--- src/rtl/irqc_pkg.sv ---
package irqc_pkg;

    typedef enum logic [1:0] {
        TRIG_LOW  = 2'd0,
        TRIG_HIGH = 2'd1,
        TRIG_FALL = 2'd2,
        TRIG_RISE = 2'd3
    } trig_e;

    typedef enum logic {
        EXT_IDLE = 1'b0,
        EXT_HELD = 1'b1
    } ext_state_e;

    localparam int BANK_W      = 32;
    localparam int OFF_VEC     = 'h00;
    localparam int OFF_PROT    = 'h08;
    localparam int OFF_EXT     = 'h0C;
    localparam int OFF_PEND    = 'h10;
    localparam int OFF_VIEW    = 'h20;
    localparam int OFF_EN_STD  = 'h40;
    localparam int OFF_MSK_STD = 'h50;
    localparam int OFF_EN_ALT  = 'h20;
    localparam int OFF_MSK_ALT = 'h30;

endpackage

--- src/rtl/irqc_ext_line.sv ---
module irqc_ext_line
    import irqc_pkg::*;
(
    input  logic  clk,
    input  logic  rst_n,
    input  logic  line_in,
    input  trig_e mode,
    input  logic  ack,
    output logic  pend
);

    ext_state_e state_q, state_d;
    logic       line_q;
    logic       hit;

    always_ff @(posedge clk or negedge rst_n) begin
        if (!rst_n) line_q <= 1'b0;
        else        line_q <= line_in;
    end

    always_comb begin
        unique case (mode)
            TRIG_LOW:  hit = ~line_in;
            TRIG_HIGH: hit = line_in;
            TRIG_FALL: hit = ~line_in & line_q;
            TRIG_RISE: hit = line_in & ~line_q;
            default:   hit = 1'b0;
        endcase
    end

    always_comb begin
        state_d = state_q;
        unique case (state_q)
            EXT_IDLE: if (hit) state_d = EXT_HELD;
            EXT_HELD: if (ack) state_d = EXT_IDLE;
            default:  state_d = EXT_IDLE;
        endcase
    end

    always_ff @(posedge clk or negedge rst_n) begin
        if (!rst_n) state_q <= EXT_IDLE;
        else        state_q <= state_d;
    end

    always_comb begin
        pend = (state_q == EXT_HELD);
    end

endmodule

--- src/rtl/irqc_prio_enc.sv ---
module irqc_prio_enc #(
    parameter int N  = 96,
    localparam int IW = (N > 1) ? $clog2(N) : 1
) (
    input  logic [N-1:0]  req,
    output logic          found,
    output logic [IW-1:0] idx
);

    always_comb begin
        found = 1'b0;
        idx   = '0;
        for (int i = N - 1; i >= 0; i--) begin
            if (req[i]) begin
                found = 1'b1;
                idx   = IW'(i);
            end
        end
    end

endmodule

--- src/rtl/irqc_regfile.sv ---
module irqc_regfile
    import irqc_pkg::*;
#(
    parameter int NUM_BANKS = 3,
    parameter bit ALT_MAP   = 1'b0,
    parameter int AW        = 8,
    localparam int FLAT     = NUM_BANKS * BANK_W
) (
    input  logic              clk,
    input  logic              rst_n,
    input  logic              wr_en,
    input  logic              rd_en,
    input  logic [AW-1:0]     addr,
    input  logic [31:0]       wdata,
    input  logic              priv,
    input  logic [FLAT-1:0]   pend_flat,
    input  logic [FLAT-1:0]   view_flat,
    input  logic [31:0]       vec_word,
    output logic [31:0]       rdata,
    output logic              rvalid,
    output logic [FLAT-1:0]   en_flat,
    output logic [FLAT-1:0]   msk_flat,
    output logic              prot_on,
    output trig_e             ext_mode,
    output logic              ext_ack
);

    localparam int EN_BASE  = ALT_MAP ? OFF_EN_ALT  : OFF_EN_STD;
    localparam int MSK_BASE = ALT_MAP ? OFF_MSK_ALT : OFF_MSK_STD;

    logic        wr_ok;
    logic        prot_q;
    trig_e       mode_q;
    logic [31:0] rd_next;

    assign wr_ok   = wr_en & (~prot_q | priv);
    assign ext_ack = wr_ok & (addr == AW'(OFF_PEND)) & wdata[0];
    assign prot_on  = prot_q;
    assign ext_mode = mode_q;

    always_ff @(posedge clk or negedge rst_n) begin
        if (!rst_n) begin
            prot_q <= 1'b0;
            mode_q <= TRIG_LOW;
        end else if (wr_ok) begin
            if (addr == AW'(OFF_PROT)) prot_q <= wdata[0];
            if (addr == AW'(OFF_EXT))  mode_q <= trig_e'(wdata[1:0]);
        end
    end

    for (genvar b = 0; b < NUM_BANKS; b++) begin : g_bank
        localparam logic [AW-1:0] A_EN  = AW'(EN_BASE + 4 * b);
        localparam logic [AW-1:0] A_MSK = AW'(MSK_BASE + 4 * b);
        logic [BANK_W-1:0] en_q, msk_q;

        always_ff @(posedge clk or negedge rst_n) begin
            if (!rst_n) begin
                en_q  <= '0;
                msk_q <= '0;
            end else if (wr_ok) begin
                if (addr == A_EN)  en_q  <= wdata;
                if (addr == A_MSK) msk_q <= wdata;
            end
        end

        assign en_flat[b*BANK_W +: BANK_W]  = en_q;
        assign msk_flat[b*BANK_W +: BANK_W] = msk_q;
    end

    always_comb begin
        rd_next = '0;
        if (addr == AW'(OFF_VEC))  rd_next = vec_word;
        if (addr == AW'(OFF_PROT)) rd_next = {31'd0, prot_q};
        if (addr == AW'(OFF_EXT))  rd_next = {30'd0, mode_q};
        for (int b = 0; b < NUM_BANKS; b++) begin
            if (addr == AW'(OFF_PEND + 4 * b)) rd_next = pend_flat[b*BANK_W +: BANK_W];
            if (!ALT_MAP && addr == AW'(OFF_VIEW + 4 * b))
                rd_next = view_flat[b*BANK_W +: BANK_W];
            if (addr == AW'(EN_BASE + 4 * b))  rd_next = en_flat[b*BANK_W +: BANK_W];
            if (addr == AW'(MSK_BASE + 4 * b)) rd_next = msk_flat[b*BANK_W +: BANK_W];
        end
    end

    always_ff @(posedge clk or negedge rst_n) begin
        if (!rst_n) begin
            rdata  <= '0;
            rvalid <= 1'b0;
        end else begin
            rvalid <= rd_en;
            if (rd_en) rdata <= rd_next;
        end
    end

endmodule

--- src/rtl/irqc_vector_ctrl.sv ---
module irqc_vector_ctrl
    import irqc_pkg::*;
#(
    parameter int NUM_SRC = 96,
    parameter bit ALT_MAP = 1'b0,
    parameter int AW      = 8
) (
    input  logic               clk,
    input  logic               rst_n,
    input  logic               bus_wr,
    input  logic               bus_rd,
    input  logic [AW-1:0]      bus_addr,
    input  logic [31:0]        bus_wdata,
    input  logic               bus_priv,
    input  logic [NUM_SRC-1:0] src_in,
    output logic [31:0]        bus_rdata,
    output logic               bus_rvalid,
    output logic               irq_out
);

    localparam int NUM_BANKS = (NUM_SRC + BANK_W - 1) / BANK_W;
    localparam int FLAT      = NUM_BANKS * BANK_W;
    localparam int IW        = $clog2(FLAT);

    logic [FLAT-1:0] pend_flat, en_flat, msk_flat, active;
    logic            ext_pend, ext_ack, prot_on, found;
    trig_e           ext_mode;
    logic [IW-1:0]   win_idx;
    logic [31:0]     vec_word;

    irqc_ext_line u_ext (
        .clk     (clk),
        .rst_n   (rst_n),
        .line_in (src_in[0]),
        .mode    (ext_mode),
        .ack     (ext_ack),
        .pend    (ext_pend)
    );

    always_comb begin
        pend_flat = '0;
        pend_flat[NUM_SRC-1:1] = src_in[NUM_SRC-1:1];
        pend_flat[0] = ext_pend;
    end

    assign active = pend_flat & en_flat & ~msk_flat;

    irqc_prio_enc #(.N(FLAT)) u_prio (
        .req   (active),
        .found (found),
        .idx   (win_idx)
    );

    assign vec_word = found ? (32'(win_idx) << 2) : 32'd0;
    assign irq_out  = found;

    irqc_regfile #(
        .NUM_BANKS (NUM_BANKS),
        .ALT_MAP   (ALT_MAP),
        .AW        (AW)
    ) u_regs (
        .clk       (clk),
        .rst_n     (rst_n),
        .wr_en     (bus_wr),
        .rd_en     (bus_rd),
        .addr      (bus_addr),
        .wdata     (bus_wdata),
        .priv      (bus_priv),
        .pend_flat (pend_flat),
        .view_flat (active),
        .vec_word  (vec_word),
        .rdata     (bus_rdata),
        .rvalid    (bus_rvalid),
        .en_flat   (en_flat),
        .msk_flat  (msk_flat),
        .prot_on   (prot_on),
        .ext_mode  (ext_mode),
        .ext_ack   (ext_ack)
    );

endmodule

--- config.mk ---
export PLATFORM = sky130hd
export DESIGN_NAME = irqc_vector_ctrl
export DESIGN_NICKNAME = d
export VERILOG_FILES = /design/src/rtl/irqc_pkg.sv /design/src/rtl/irqc_ext_line.sv /design/src/rtl/irqc_prio_enc.sv /design/src/rtl/irqc_regfile.sv /design/src/rtl/irqc_vector_ctrl.sv
export SDC_FILE = /design/constraint.sdc
export NUM_CORES = 1
export LEC_CHECK = 0
export ABC_AREA = 0
export BUFFER_PORTS_ARGS = -buffer_cell sky130_fd_sc_hd__buf_2
export CORE_MARGIN = 5
export CORE_UTILIZATION = 55
export CTS_CLUSTER_DIAMETER = 30
export CTS_CLUSTER_SIZE = 16
export DETAILED_ROUTE_END_ITERATION = 10
export GPL_ROUTABILITY_DRIVEN = 0
export MAX_ROUTING_LAYER = met4
export PLACE_DENSITY_LB_ADDON = 0.1
export SETUP_SLACK_MARGIN = 0.1
export SYNTH_ARGS = -nofsm -noshare
export SYNTH_HDL_FRONTEND = slang
export SYNTH_SLANG_ARGS = --single-unit
--- constraint.sdc ---
create_clock -name clk -period 6.7 [get_ports clk]
set_clock_uncertainty 0.1 [all_clocks]
set_input_delay 0.67 -clock clk [delete_from_list [all_inputs] [get_ports clk]]
set_output_delay 0.67 -clock clk [all_outputs]
set_load 0.01 [all_outputs]
=== Yosys cells after proc, flatten, opt, wreduce, memory -nomap -nowiden ===
Index checks and enable logic that the tools add are counted.

* Word-level logic and storage cells: 264
* Bits in registers: 230
* Output and inout bits: 34

* Reduce and logical (&&, ||, !) cells: 10
* Bitwise logic cells: 13
* Multiplexer cells: 212
* Equal/unequal tests: 17

{| class="wikitable"
|+ Operator list
! kind !! count
|-
| 2-to-1 mux 7 bit || 96
|-
| 2-to-1 mux 32 bit || 12
|-
| AND 96 bit || 2
|-
| 2-to-1 mux 1 bit || 98
|-
| NOT 96 bit || 1
|-
| equality test 8 x 7 -> 1 bit, second input constant || 6
|-
| 2-to-1 mux 9 bit || 4
|-
| equality test 8 x 5 -> 1 bit, second input constant || 3
|-
| equality test 8 x 6 -> 1 bit, second input constant || 3
|-
| equality test 8 x 4 -> 1 bit, second input constant || 2
|-
| AND reduction 2 bit || 8
|-
| logical NOT 8 bit || 1
|-
| AND 1 bit || 5
|-
| equality test 2 bit, second input constant || 2
|-
| NOT 1 bit || 4
|-
| one-hot mux 1 bit (4 select lines) || 1
|-
| equality test 2 x 1 -> 1 bit, second input constant || 1
|-
| logical NOT 2 bit || 1
|-
| one-hot mux 1 bit (2 select lines) || 1
|-
| bitwise OR 1 bit || 1
|}

=== Longest topological paths before layout ===
* Depth in word-level cells: 114
* Gate-level depth with buffers: 11
* Mapped depth without buffers: 8

=== Modules after synthesis ===
A second synthesis with hierarchy kept.

* Cell total of the unflattened synthesis: 1,535
* Area total of the unflattened synthesis: 15,409.8 sq um

{| class="wikitable"
|+ Modules (own cells, without submodules)
! module !! cells each !! area each (sq um) !! times used !! sequential area each (sq um)
|-
| irqc_regfile || 1,199 || 13,191.4 || 1 || 5,705.5
|-
| irqc_prio_enc || 225 || 1,241.2 || 1 || 0.0
|-
| irqc_vector_ctrl || 104 || 888.4 || 1 || 0.0
|-
| irqc_ext_line || 7 || 88.8 || 1 || 50.0
|}

=== Worst setup path before layout ===
Ideal clock, no wire load.

* Kind: input port to output port
* From: in src_in[62]
* To: out irq_out
* Required time: 5.930 ns
* Buffers on the path: 0
* Stages on the path: 6
* Arrival time: 2.142 ns
* Slack: 3.788 ns
* Path through: nand3b_1 nand4_1 nor4_2 or3b_4 nor4_4 inv_1

* Longest elaborated chain between the ends: 65

{| class="wikitable"
|+ Ends and longest elaborated chain
! what !! line !! RTL
|-
| start: declaration || irqc_vector_ctrl.sv:15 || <nowiki>input logic [NUM_SRC-1:0] src_in,</nowiki>
|-
| AND 96 bit (2 in series) || irqc_vector_ctrl.sv:46 || <nowiki>assign active = pend_flat & en_flat & ~msk_flat;</nowiki>
|-
| 2-to-1 mux 1 bit (63 in series) || irqc_prio_enc.sv:14 || <nowiki>if (req[i]) begin</nowiki>
|-
| end: declaration || irqc_vector_ctrl.sv:18 || <nowiki>output logic irq_out</nowiki>
|}

Every way passes these cells.

=== Final worst setup path ===
* From: reg u_regs.g_bank[1].en_q[17]
* To: out irq_out

* Longest elaborated chain between the ends: 52

{| class="wikitable"
|+ Ends and longest elaborated chain
! what !! line !! RTL
|-
| start: declaration || irqc_regfile.sv:54 || <nowiki>logic [BANK_W-1:0] en_q, msk_q;</nowiki>
|-
| start signal: assignment || irqc_regfile.sv:61 || <nowiki>if (addr == A_EN) en_q <= wdata;</nowiki>
|-
| AND 96 bit (2 in series) || irqc_vector_ctrl.sv:46 ||
|-
| 2-to-1 mux 1 bit (50 in series) || irqc_prio_enc.sv:14 ||
|}

Every way passes these cells.

==> out/results.md <==
• **run status** completed
• **count of flip-flops with a built-in enable after synthesis** 0
• **total via count in the routed design** 12757
• **non-filler cells, final** 1864
• **data required time at the worst endpoint** 5.93 ns
• **detailed router's first-iteration violation count** 1485
• **type of element launching the critical path** flop
• **number of standard cells after synthesis** 1308
• **Hold WC Path Type** input pin to async pin
• **standby leakage power** 7.92 nW
• **post-CTS sizing** 0
• **upper clock frequency limit** 258 MHz
• **maximum vdd ir drop** 0.000275 V
• **cell type with the highest aggregate area in the netlist** sky130_fd_sc_hd__dfrtp_1
• **post-CTS setup buffer count** 0
• **wire per inst** 26.6 um
• **normalized max-slew margin** 0.153
• **Clock H-tree levels** 2
• **total setup violations reported at the end of the flow** 0
• **Mapped Area** 13500 sq um
• **TritonCTS Buffers** 52
• **final-report hold violation count** 0
• **wire length of the first global-routing pass** 76100 um
• **fin nets** 1637
• **total of fill cells in the finished design** 1939
• **placed insts** 1766
• **net count of the mapped netlist** 1449
• **Syn-to-layout area delta** 22.8%
• **pin count of the biggest net entering global routing** 96
• **clock latency on the worst-skew pair** 0.55 ns
• **number of standard-cell rows in the floorplan** 57
• **remaining global-route overflow** 0
• **DR vias/cell** 6.84
• **arrival time at the worst endpoint** 3.10 ns
• **via count of the first global-routing pass** 12735
• **final worst-path cycle share** 0.578
• **initial antenna violation count** 1
• **area share of the leading cell type in the synthesized netlist** 0.426
• **longest individual stage delay on the worst path** 0.48 ns
• **largest cells by area after synthesis** sky130_fd_sc_hd__dfrtp_1 43%, sky130_fd_sc_hd__mux2_2 16%, sky130_fd_sc_hd__nand3b_1 4.8%
• **aggregate global-route resource usage** 0.360
• **buffers from clock root to sink, at most** 3
• **cells traversed along the worst timing path** nand3b_1 -> nand4_1 -> nor4_2 -> or3b_4 -> nor4_4 -> inv_1 -> buf_2
• **library cell with the highest instance count after synthesis** sky130_fd_sc_hd__dfrtp_1
• **# IOs** 175
• **max capacitance violation total** 0
• **CTS sink count** 230
• **clock tree from TritonCTS** done
• **worst slew pin tran** 1.27 ns
• **crit path time final** 3.87 ns
• **count of unique library cells instantiated by Yosys** 81
• **average cell area after synthesis** 10.3 sq um
• **post-synthesis sequential element count** 230
• **area of the core region** 24200 sq um
• **Starting Density** 0.557
• **warnings from Yosys** 0
• **Buffers on Ports** 174
• **unrepaired setup endpoints after global routing** false
• **capturing element type of the critical path** output port
• **Die Wd** 167 um
• **total negative slack for setup checks** 0 ns
• **number of max-slew violations in the final report** 0
• **top cells by instance count after synthesis** 230 x sky130_fd_sc_hd__dfrtp_1, 196 x sky130_fd_sc_hd__mux2_2, 103 x sky130_fd_sc_hd__o21ai_0, 86 x sky130_fd_sc_hd__nand3b_1, 83 x sky130_fd_sc_hd__nand2_1
• **post-route ant nets** 0
• **Primary FF master, synth** sky130_fd_sc_hd__dfrtp_1
• **crit-path max FO** 4
• **root cell of the clock tree** sky130_fd_sc_hd__clkbuf_16
• **clock slew at reported path FFs** 0.05 ns
• **async set-reset flop share out of synthesis** 1.00
• **total power divided by cell area** 282 nW/um^2
• **share of final-layout standard cells stronger than drive strength 1** 0.330
• **CTS hold repair buffers** 0
• **sequential cell area fraction in the yosys report** 0.426
• **post-detail-place hpwl** 33200 um
• **Die Area** 27800 sq um
• **total wire length after detailed routing** 49600 um
• **worst setup path class** flop to output port
• **height of the die** 167 um
• **cell with the largest stage delay on the worst path** sky130_fd_sc_hd__or3b_4
• **total iterations of the first detailed-routing run** 6
• **Residual DRC** 0
==> sequential cells by signal (all words and copies together), names as in the netlist <==
signal	flops
u_ext.line_q	1
u_ext.pend	1
u_regs.ext_mode	2
u_regs.g_bank.en_q	96
u_regs.g_bank.msk_q	96
u_regs.prot_on	1
u_regs.rdata	32
u_regs.rvalid	1
==> layout by cell type (no fill, tap or decap), types with 12 or more instances in the layout <==
| cell | instances |
|---|---|
| sky130_fd_sc_hd__nor3b_1 | 31 |
| sky130_fd_sc_hd__and3_1 | 14 |
| sky130_fd_sc_hd__clkbuf_16 | 53 |
| sky130_fd_sc_hd__a31oi_1 | 14 |
| sky130_fd_sc_hd__mux2_2 | 196 |
| sky130_fd_sc_hd__a222oi_1 | 13 |
| sky130_fd_sc_hd__nor2_1 | 65 |
| sky130_fd_sc_hd__nand2b_1 | 37 |
| sky130_fd_sc_hd__and3b_1 | 15 |
| sky130_fd_sc_hd__o2111ai_1 | 15 |
| sky130_fd_sc_hd__a22oi_1 | 30 |
| sky130_fd_sc_hd__nand2_1 | 83 |
| sky130_fd_sc_hd__a21oi_1 | 46 |
| sky130_fd_sc_hd__buf_2 | 173 |
| sky130_fd_sc_hd__nand3b_1 | 86 |
| sky130_fd_sc_hd__a221oi_1 | 22 |
| sky130_fd_sc_hd__a41oi_1 | 13 |
| sky130_fd_sc_hd__clkbuf_8 | 13 |
| sky130_fd_sc_hd__dfrtp_1 | 230 |
| sky130_fd_sc_hd__o211ai_1 | 15 |
| sky130_fd_sc_hd__buf_4 | 24 |
| sky130_fd_sc_hd__o21a_1 | 12 |
| sky130_fd_sc_hd__o21ai_0 | 103 |
| sky130_fd_sc_hd__nand3_1 | 14 |
| sky130_fd_sc_hd__nand4_1 | 28 |
==> where the power goes <==
group | internal (W) | switching, W | total, W
Sequential | 0.00146 | 0.0000608 | 0.00153
Clock | 0.00189 | 0.000803 | 0.00269
Combinational | 0.000194 | 0.000271 | 0.000465
Total | 0.00355 | 0.00113 | 0.00468
==> cell families (layout without fill, tap and decap cells) <==
group	Yosys count	count (layout)	share of synthesized area
and+or+nand+nor	447	447	0.204
AOI/OAI and AO/OA	357	357	0.181
DFF	230	230	0.426
muxes	197	197	0.164
buffers and inverters	75	306	0.0234
xor gates and xnor gates	2	2	0.00130
other	0	1	0
==> layout make-up <==
class	count	area (sq um)	share of cell area
multi-input cells	1003	7460	0.450
flip-flops and latches	230	5760	0.347
clock buffers	76	1540	0.0930
repair buffers	198	1060	0.0639
well taps	324	405	0.0244
clock inverters	21	327	0.0197
inverters	11	41.3	0.00249
diodes	1	2.50	0.000151
==> metrics by stage <==
step / total power, W / setup WS (ns) / utilization / instance area [sq um] / hold WS, ns
after CTS: 0.00468 / 2.91 / 0.684 / 16600 / 0.0909
final: 0.00468 / 2.83 / 0.684 / 16600 / 0.0570
after detailed placement: 0.00199 / 2.75 / 0.607 / 14700 / 0.364
after global routing: 0.00482 / 2.77 / 0.684 / 16600 / 0.139
after floorplan: 0.00178 / 3.79 / - / 13500 / 0.274
after global placement: 0.00199 / 2.88 / 0.607 / 14700 / 0.363
==> layer usage <==
metal  vias to the layer above  global-route usage  part of all wire
met5                         -                   -                 0
met4                         0               0.154             0.046
met3                       182              0.0754              0.10
met2                       789               0.535              0.45
met1                      6321               0.482              0.40
li1                       5465                   -                 -
==> final timing paths <==
kind	from	to	slack (ns)	cells past startpoint
min in group clk	src_in[0]	u_ext.line_q$_DFF_PN0_	0.15	1
max	u_regs.g_bank[1].en_q[17]$_DFFE_PN0P_	irq_out	2.83	7
max reg2reg	u_regs.prot_on$_DFFE_PN0P_	u_regs.g_bank[2].msk_q[31]$_DFFE_PN0P_	3.57	4
min	rst_n	u_ext.line_q$_DFF_PN0_	0.06	1
min reg2reg	u_regs.rdata[9]$_DFFE_PN0P_	u_regs.rdata[9]$_DFFE_PN0P_	0.38	1
max in group asynchronous	rst_n	u_regs.g_bank[1].msk_q[18]$_DFFE_PN0P_	5.00	2
==> critical path: cells and delay by family, from the launching register on <==
family	cells	cell delay (ns)
flip-flops	1	0.40
AND/OR/NAND/NOR	5	1.93
buffers and inverters	2	0.23
(Power assumes the default switching activity.)
